$ cat config.mk
export PLATFORM = sky130hd
export DESIGN_NAME = fast_clock_core
export DESIGN_NICKNAME = d
export VERILOG_FILES = /design/src/rtl/fc_pkg.sv /design/src/rtl/fc_second_div.sv /design/src/rtl/fc_frac_acc.sv /design/src/rtl/fc_tod.sv /design/src/rtl/fast_clock_core.sv
export SDC_FILE = /design/constraint.sdc
export NUM_CORES = 1
export LEC_CHECK = 0
export ABC_CLOCK_PERIOD_IN_PS = 12100
export BUFFER_PORTS_ARGS = -buffer_cell sky130_fd_sc_hd__buf_2
export CAP_MARGIN = 5
export CELL_PAD_IN_SITES_DETAIL_PLACEMENT = 0
export CELL_PAD_IN_SITES_GLOBAL_PLACEMENT = 1
export CORE_AREA = 2 2 120 122
export CTS_CLUSTER_SIZE = 16
export DETAILED_ROUTE_END_ITERATION = 16
export DIE_AREA = 0 0 122 124
export PLACE_DENSITY_LB_ADDON = 0.12
export SLEW_MARGIN = 20
export SYNTH_ARGS = -nofsm -noshare
export SYNTH_HDL_FRONTEND = slang
export SYNTH_SLANG_ARGS = --single-unit
$ cat constraint.sdc
create_clock -name clk -period 12.1 [get_ports clk]
set_input_delay 3.63 -clock clk [delete_from_list [all_inputs] [get_ports clk]]
set_output_delay 3.63 -clock clk [all_outputs]
set_load 0.02 [all_outputs]
$ cat src/rtl/fc_pkg.sv
package fc_pkg;
  localparam int MIN_PER_HOUR  = 60;
  localparam int HRS_PER_DAY   = 24;
  localparam int RATE_W        = 7;
  localparam int ENC_W         = 8;
  localparam int ID_W          = 7;
  localparam int CTRL_W        = 7;
  localparam int VALID_BIT     = 6;
  localparam int MIN_W         = 6;
  localparam int HOUR_W        = 5;
  localparam int FRAC_W        = 6;
  localparam int CARRY_W       = 2;
  typedef logic [RATE_W-1:0] rate_t;
  typedef logic [ENC_W-1:0]  enc_t;
endpackage

$ cat src/rtl/fc_second_div.sv
module fc_second_div #(
  parameter int TICKS_PER_SEC = 125_000_000
) (
  input  logic clk,
  input  logic rst,
  output logic sec_o
);
  localparam int CNT_W = (TICKS_PER_SEC > 1) ? $clog2(TICKS_PER_SEC) : 1;
  localparam logic [CNT_W-1:0] LAST = CNT_W'(TICKS_PER_SEC - 1);

  logic [CNT_W-1:0] cnt;

  assign sec_o = (cnt == LAST);

  always_ff @(posedge clk) begin
    if (rst)        cnt <= '0;
    else if (sec_o) cnt <= '0;
    else            cnt <= cnt + 1'b1;
  end


  div_range_chk: assert property (@(posedge clk) disable iff (rst) cnt <= LAST);
endmodule

$ cat src/rtl/fc_frac_acc.sv
module fc_frac_acc
  import fc_pkg::*;
(
  input  logic               clk,
  input  logic               rst,
  input  logic               sec_i,
  input  rate_t              rate_i,
  input  logic               clear_i,
  output logic [FRAC_W-1:0]  frac_o,
  output logic [CARRY_W-1:0] carry_o
);
  localparam int SUM_W = ENC_W;
  localparam logic [SUM_W-1:0] MODV = SUM_W'(MIN_PER_HOUR);

  logic [SUM_W-1:0] sum;
  logic [SUM_W-1:0] rem;
  logic [SUM_W-1:0] quo;

  always_comb begin
    sum = SUM_W'(frac_o) + SUM_W'(rate_i);
    rem = sum % MODV;
    quo = sum / MODV;
    carry_o = (sec_i && !clear_i) ? CARRY_W'(quo) : '0;
  end

  always_ff @(posedge clk) begin
    if (rst || clear_i) frac_o <= '0;
    else if (sec_i)     frac_o <= FRAC_W'(rem);
  end


  frac_range_chk: assert property (@(posedge clk) disable iff (rst)
    frac_o < FRAC_W'(MIN_PER_HOUR));

  frac_freeze_chk: assert property (@(posedge clk) disable iff (rst)
    (rate_i == '0 && !clear_i) |=> $stable(frac_o));
endmodule

$ cat src/rtl/fc_tod.sv
module fc_tod
  import fc_pkg::*;
#(
  parameter int DAY_W = 8
) (
  input  logic               clk,
  input  logic               rst,
  input  logic               load_i,
  input  logic [MIN_W-1:0]   ld_min_i,
  input  logic [HOUR_W-1:0]  ld_hour_i,
  input  logic [DAY_W-1:0]   ld_days_i,
  input  logic [CARRY_W-1:0] adv_i,
  output logic [MIN_W-1:0]   min_o,
  output logic [HOUR_W-1:0]  hour_o,
  output logic [DAY_W-1:0]   days_o
);
  localparam logic [MIN_W:0]    MIN_LIM  = (MIN_W+1)'(MIN_PER_HOUR);
  localparam logic [HOUR_W-1:0] HOUR_TOP = HOUR_W'(HRS_PER_DAY - 1);

  logic [MIN_W:0] msum;
  logic           hcarry;

  always_comb begin
    msum   = {1'b0, min_o} + (MIN_W+1)'(adv_i);
    hcarry = (msum >= MIN_LIM);
  end

  always_ff @(posedge clk) begin
    if (rst) begin
      min_o  <= '0;
      hour_o <= '0;
      days_o <= '0;
    end else if (load_i) begin
      min_o  <= ld_min_i;
      hour_o <= ld_hour_i;
      days_o <= ld_days_i;
    end else if (adv_i != '0) begin
      min_o <= hcarry ? MIN_W'(msum - MIN_LIM) : MIN_W'(msum);
      if (hcarry) begin
        if (hour_o == HOUR_TOP) begin
          hour_o <= '0;
          days_o <= days_o + 1'b1;
        end else begin
          hour_o <= hour_o + 1'b1;
        end
      end
    end
  end


  min_range_chk: assert property (@(posedge clk) disable iff (rst)
    min_o < MIN_W'(MIN_PER_HOUR));

  hour_range_chk: assert property (@(posedge clk) disable iff (rst)
    hour_o <= HOUR_TOP);

  day_roll_chk: assert property (@(posedge clk) disable iff (rst)
    (!load_i && hour_o == HOUR_TOP && hcarry && adv_i != '0) |=>
      (hour_o == '0 && days_o == $past(days_o) + 1'b1));

  tod_hold_chk: assert property (@(posedge clk) disable iff (rst)
    (!load_i && adv_i == '0) |=> ($stable(min_o) && $stable(hour_o) && $stable(days_o)));
endmodule

$ cat src/rtl/fast_clock_core.sv
module fast_clock_core
  import fc_pkg::*;
#(
  parameter int TICKS_PER_SEC = 125_000_000,
  parameter int DAY_W         = 8
) (
  input  logic              clk,
  input  logic              rst,
  input  logic              wr_en,
  input  logic [6:0]        wr_rate,
  input  logic [7:0]        wr_min_enc,
  input  logic [7:0]        wr_hour_enc,
  input  logic [DAY_W-1:0]  wr_days,
  input  logic [6:0]        wr_ctrl,
  input  logic [6:0]        wr_id_lo,
  input  logic [6:0]        wr_id_hi,
  input  logic              sync,
  output logic [6:0]        rate_o,
  output logic [5:0]        frac_o,
  output logic [7:0]        min_enc_o,
  output logic [7:0]        hour_enc_o,
  output logic [DAY_W-1:0]  days_o,
  output logic [6:0]        ctrl_o,
  output logic              valid_o,
  output logic [6:0]        id_lo_o,
  output logic [6:0]        id_hi_o
);
  localparam enc_t MIN_MOD  = ENC_W'(MIN_PER_HOUR);
  localparam enc_t HOUR_MOD = ENC_W'(HRS_PER_DAY);

  logic               sec;
  logic               phase_clr;
  logic [CARRY_W-1:0] adv;
  logic [MIN_W-1:0]   minute;
  logic [HOUR_W-1:0]  hour;
  logic [MIN_W-1:0]   ld_min;
  logic [HOUR_W-1:0]  ld_hour;
  enc_t               dec_min;
  enc_t               dec_hour;

  always_comb begin
    dec_min  = ENC_W'(0) - wr_min_enc;
    dec_hour = ENC_W'(0) - wr_hour_enc;
    ld_min   = MIN_W'(dec_min % MIN_MOD);
    ld_hour  = HOUR_W'(dec_hour % HOUR_MOD);
  end

  assign phase_clr = wr_en || (sync && ctrl_o[VALID_BIT]);

  always_ff @(posedge clk) begin
    if (rst) begin
      rate_o  <= '0;
      ctrl_o  <= '0;
      id_lo_o <= '0;
      id_hi_o <= '0;
    end else if (wr_en) begin
      rate_o  <= wr_rate;
      ctrl_o  <= wr_ctrl;
      id_lo_o <= wr_id_lo;
      id_hi_o <= wr_id_hi;
    end
  end

  fc_second_div #(.TICKS_PER_SEC(TICKS_PER_SEC)) u_div (
    .clk   (clk),
    .rst   (rst),
    .sec_o (sec)
  );

  fc_frac_acc u_frac (
    .clk     (clk),
    .rst     (rst),
    .sec_i   (sec),
    .rate_i  (rate_o),
    .clear_i (phase_clr),
    .frac_o  (frac_o),
    .carry_o (adv)
  );

  fc_tod #(.DAY_W(DAY_W)) u_tod (
    .clk       (clk),
    .rst       (rst),
    .load_i    (wr_en),
    .ld_min_i  (ld_min),
    .ld_hour_i (ld_hour),
    .ld_days_i (wr_days),
    .adv_i     (adv),
    .min_o     (minute),
    .hour_o    (hour),
    .days_o    (days_o)
  );

  assign min_enc_o  = ENC_W'(0) - ENC_W'(minute);
  assign hour_enc_o = ENC_W'(0) - ENC_W'(hour);
  assign valid_o    = ctrl_o[VALID_BIT];


  write_load_chk: assert property (@(posedge clk) disable iff (rst)
    wr_en |=> (rate_o == $past(wr_rate) && id_lo_o == $past(wr_id_lo)
               && id_hi_o == $past(wr_id_hi) && frac_o == '0));

  sync_clear_chk: assert property (@(posedge clk) disable iff (rst)
    (sync && valid_o) |=> frac_o == '0);

  id_hold_chk: assert property (@(posedge clk) disable iff (rst)
    !wr_en |=> ($stable(id_lo_o) && $stable(id_hi_o)));

  freeze_chk: assert property (@(posedge clk) disable iff (rst)
    (rate_o == '0 && !wr_en) |=> ($stable(min_enc_o) && $stable(hour_enc_o)));
endmodule

# After elaboration in Yosys (flattened, before gate mapping)
# Cells that the tools add are included.
dict set report classes {
  addsub 10
  div 4
  n_lt_le_gt_ge 1
  eq_ne 2
  mux 12
  n_reduce_logical 12
}
# op count
set ops {}
lappend ops {{$mux 8} 4}
lappend ops {{$add 27x1->27 const B} 1}
lappend ops {{$eq 27x27->1 const B} 1}
lappend ops {{$mux 5} 4}
lappend ops {{$mux 6} 3}
lappend ops {{$mod 8x6->8 const B} 2}
lappend ops {{$sub 1x8->8 const A} 2}
lappend ops {{$add 6x7->8} 1}
lappend ops {{$add 8x1->8 const B} 1}
lappend ops {{$div 8x6->8 const B} 1}
lappend ops {{$mod 8x5->8 const B} 1}
lappend ops {{$reduce_bool 2->1} 4}
lappend ops {{$add 6x2->7} 1}
lappend ops {{$ge 7x6->1 const B} 1}
lappend ops {{$sub 1x6->7 const A} 1}
lappend ops {{$sub 1x5->6 const A} 1}
lappend ops {{$sub 6x6->6 const B} 1}
lappend ops {{$add 5x1->5 const B} 1}
lappend ops {{$eq 5x5->1 const B} 1}
lappend ops {{$reduce_and 3->1} 1}
lappend ops {{$logic_and 1x1->1} 2}
lappend ops {{$logic_or 1x1->1} 2}
lappend ops {{$mux 2} 1}
lappend ops {{$reduce_and 2->1} 1}
lappend ops {{other kinds (2)} 2}
dict set report totals {
  register_bits 80
  inputBits 56
  word_cells 50
}

# Depth between registers and ports, before layout
dict set report depth {
  depth_word 10
  ltp_mapped 25
  mapped_depth_nobuf 24
}

# Cells and area by module
# Synthesis repeated with hierarchy kept, for this count alone.
dict set report hier_totals {
  hier_cells 698
  hier_area_um2 5733.0
}
# module instances cells_per_inst area_per_inst_um2 seq_area_each_um2
set by_module_without_submodules {}
lappend by_module_without_submodules {fast_clock_core 1 272 2170.8 560.5}
lappend by_module_without_submodules {fc_tod 1 167 1365.1 380.4}
lappend by_module_without_submodules {fc_second_div 1 150 1361.3 540.5}
lappend by_module_without_submodules {fc_frac_acc 1 109 835.8 120.1}

# Worst setup path after synthesis
# OpenSTA, ideal clock, no wires.
dict set report synth_timing {
  path_kind {input to register}
  startpoint {input wr_en}
  endpoint {register u_tod.min_o[4]}
  setup_time_ns 0.079
  arrival_ns 7.564
  required_time_ns 12.021
  setup_slack_ns 4.457
  cell_stages 20
  n_path_buf 2
  cell_sequence {clkbuf_1 a21oi_1 nand2_1 nor2_1 ha_1 inv_1 fa_1 nor2b_1 nor2_1 ha_1 and4b_1 a311o_1 nand4_1 nor2_1 a211oi_2 buf_2 o211ai_1 a211oi_1 mux2_1 a211oi_2}
}
dict set report synth_between {
  elab_chain_len 9
}
# element line_no
set synth_lines {}
lappend synth_lines {{from (decl)} fast_clock_core.sv:9} ;# input logic wr_en,
lappend synth_lines {{$logic_or 1x1->1} fast_clock_core.sv:48} ;# assign phase_clr = wr_en || (sync && ctrl_o[VALID_BIT]);
lappend synth_lines {{$logic_not 1->1} fc_frac_acc.sv:23} ;# carry_o = (sec_i && !clear_i) ? CARRY_W'(quo) : '0;
lappend synth_lines {{$logic_and 1x1->1} fc_frac_acc.sv:23}
lappend synth_lines {{$mux 2} fc_frac_acc.sv:23}
lappend synth_lines {{$add 6x2->7} fc_tod.sv:24} ;# msum = {1'b0, min_o} + (MIN_W+1)'(adv_i);
lappend synth_lines {{$sub 6x6->6 / $ge 7x6->1 (equally long branches)} {fc_tod.sv:38, fc_tod.sv:25}}
lappend synth_lines {{$mux 6} fc_tod.sv:38} ;# min_o <= hcarry ? MIN_W'(msum - MIN_LIM) : MIN_W'(msum);
lappend synth_lines {{$mux 6} fc_tod.sv:37} ;# end else if (adv_i != '0) begin
lappend synth_lines {{$mux 6} fc_tod.sv:33} ;# end else if (load_i) begin
lappend synth_lines {{to (signal assigned)} fc_tod.sv:34} ;# min_o <= ld_min_i;
lappend synth_lines {{to (signal assigned)} fc_tod.sv:38}
lappend synth_lines {{to (decl)} fc_tod.sv:13} ;# output logic [MIN_W-1:0] min_o,
# Several ways; a longest one is shown, not always the timed one. The select of a mux whose other input is x is not followed.
# A chain may end at the register's enable or synchronous reset.

# Worst setup path after layout
# Ends and elaborated chain as after synthesis.

==> out/metrics.yaml <==
outcome: "completed"
critPathCaptureType: "flip-flop"
min_period_over_period: 0.691
hold_ws_ns: 0.463
vias: 4848
required_ns: 12.36
ys_ff_latch: 80
drive_gt1_frac: 0.228
synthArstFlopShare: 0
synthToLayoutAreaGrowth_pct: 17.9
fillers: 1394
initial_core_util: 0.393
die_h_microns: 124
root_buffer: "clkbuf_16"
worstSetupStartpointType: "input pin"
portBuffers: 114
rows: 43
drt_first_pass_iters: 4
place.gp.congestion: 0.858
viasPerCell: 5.29
multi_input_comb_area_sq_um: 3510
syn_inst: 637
synthDistinctLibCells: 82
use_met1: 0.227
regArea_sq_um: 1600
drtIter0Drc: 222
dieArea_sq_um: 15100
dp_hpwl_microns: 9910
final_area_sq_um: 6350
syn_area_sq_um: 5390
hold_violations: 0
worst-path-max-fanout: 45
fmax_mhz: 120
critPathArrivalTime_ns: 8.61
period_needed_ns: 8.36
met3_usage: 0.0462
cts_buffer_depth: 2
hold_path_class: "flip-flop to flip-flop"
grt_antenna_before_repair: 1
setup.worst_path.class: "input pin to flip-flop"
grt_util_all_layers: 0.180
wirelength_microns: 13300
grt_max_degree: 48
postCtsSetupBuffers: 0
synth_area_per_cell_sq_um: 8.45
grt_use_met2: 0.303
cap_violations: 0
ys_warn_count: 0
grt_busiest_layer: "met2"
cts_hold_buf: 0
io_pins: 115
cts_tree: "done"
final_common_cell: "buf_2"
nNetsFinal: 808
clock_skew_ns: 0.00804
placed_cell_area_sq_um: 6030
most-common-layout-cells: "114 x buf_2, 98 x nor2_1, 80 x dfxtp_1, 44 x mux2i_1, 31 x nand2_1"
wire_per_inst_microns: 14.5
remaining_drc_errors: 0
ys_seq_area_frac: 0.297
clock_sinks: 80
r2r-start: "rate_o[0]"
synth_edf_count: 0
cts_resized: 0
grt_pass1_wl_microns: 21700
endpoint: "u_tod.min_o[4]"
relSlewSlack: 0.372
setup_tns_ns: 0
die_w_microns: 122
htree_levels: 3
startpoint: "wr_en"
ir_worst_vdd_uv: 76.2
worst_pin_slew_ns: 0.940
maxSlewViolCount: 0
path_clk_slew_ns: 0.06
grt_pass1_vias: 4512
grt_setup_unrepaired: "false"
reg2reg_depth: 24
setup_violations: 0
grt_overflow: 0
cts_buffers: 9
post-route-util: 0.463
clock_latency_ns: 0.34
ant_nets: 0
core_sq_um: 13700
syn-num-nets: 714
worstReg2RegEnd: "u_tod.min_o[4]"
p_leak_uw: 0.00269
yosys_most_used_dff: "dfxtp_1"
powerDensity_nw_per_um2: 114
r2r_slack_ns: 5.71
[power by group]
group / switching [uW] / total (uW) / internal, uW
clock network: 109 / 295 / 186
logic: 82.5 / 137 / 54.5
registers: 13.9 / 289 / 275
total: 205 / 721 / 516
[area by class of cell]
class,count,area share
multi-input combinational,495,0.553
sequential,80,0.252
timing repair buffer,115,0.0910
clock buffer,13,0.0394
tap,180,0.0355
inverter,30,0.0177
clock inverter,3,0.0102
antenna,1,0.000394
[sequential cells by signal (all words and copies together) (netlist names)]
register       flops
u_div.cnt         27
u_tod.min_o        6
ctrl_o             7
u_frac.frac_o      6
u_tod.days_o       8
rate_o             7
u_tod.hour_o       5
id_lo_o            7
id_hi_o            7
[worst max-delay path, cell delays in order]
cell and delay [ns]:
buf_2 0.09, buf_4 0.31, a21oi_1 0.38, nand2_1 0.28
nor2_1 0.18, ha_1 0.17, inv_1 0.06, fa_1 0.44
nor2b_1 0.29, nor2_1 0.12, ha_1 0.23, and4b_1 0.19
a311o_1 0.31, nand4_1 0.10, nor2_1 0.07, a211oi_2 0.78
o211ai_1 0.15, a211oi_1 0.27, mux2_1 0.36, a211oi_2 0.19
[how the worst min path moves through the flow]
| stage | cells after the start | to | from | slack, ns |
|---|---|---|---|---|
| after floorplan | 1 | u_div.cnt[0] | u_div.cnt[0] | 0.43 |
| after global placement | 1 | u_div.cnt[0] | u_div.cnt[0] | 0.44 |
| final | 1 | u_div.cnt[0] | u_div.cnt[0] | 0.46 |
| after detailed placement | 1 | u_div.cnt[0] | u_div.cnt[0] | 0.46 |
| after global routing | 2 | id_lo_o[1] | id_lo_o[1] | 0.52 |
| after CTS | 1 | u_div.cnt[0] | u_div.cnt[0] | 0.47 |
[layer usage]
metal  wire, microns  up-vias
met1            6070     2270
met4             153        0
met2            6340      109
li1                -     2455
met5               0        -
met3             701       14
[cell families after synthesis]
group,count (synthesis),share of synthesized area
AND/OR/NAND/NOR,268,0.271
buffers and inverters,62,0.0500
multiplexers,47,0.0888
flip-flops,80,0.297
XOR/XNOR,57,0.0955
AO/OA/AOI/OAI,100,0.142
adder cells (fa/ha/maj),23,0.0553
[through the flow]
step,cells,setup slack (ns),power (uW)
global placement,900,3.60,430
detailed placement,900,3.40,432
CTS,916,3.76,732
floorplan,637,4.46,392
global route,916,3.36,755
finish,917,3.74,721
[synth_stat cells, types with 3 or more instances]
cell type,n,area share
nor2_1,98,0.068
dfxtp_1,80,0.30
mux2i_1,44,0.082
nand2_1,31,0.022
inv_1,29,0.020
xnor2_1,29,0.047
xor2_1,26,0.042
ha_1,19,0.044
nand3_1,19,0.018
clkbuf_1,17,0.012
nor3_1,16,0.015
o21ai_0,15,0.014
a21oi_1,14,0.013
nand4_1,14,0.016
or3_1,12,0.014
a211oi_1,11,0.015
and3_1,10,0.012
nor4_1,9,0.010
nor3b_1,8,0.011
nand2b_1,7,0.0081
a221oi_1,6,0.0098
buf_4,6,0.0084
nor2b_1,6,0.0070
a211oi_2,5,0.012
a31oi_1,5,0.0058
and2_1,5,0.0058
buf_2,5,0.0046
o21ai_1,5,0.0046
or2_2,5,0.0058
a311oi_1,4,0.0065
o22ai_1,4,0.0046
buf_1,3,0.0021
nor4_4,3,0.012
o211ai_1,3,0.0042
o32ai_1,3,0.0049
Power figures use the tool's default switching activity.
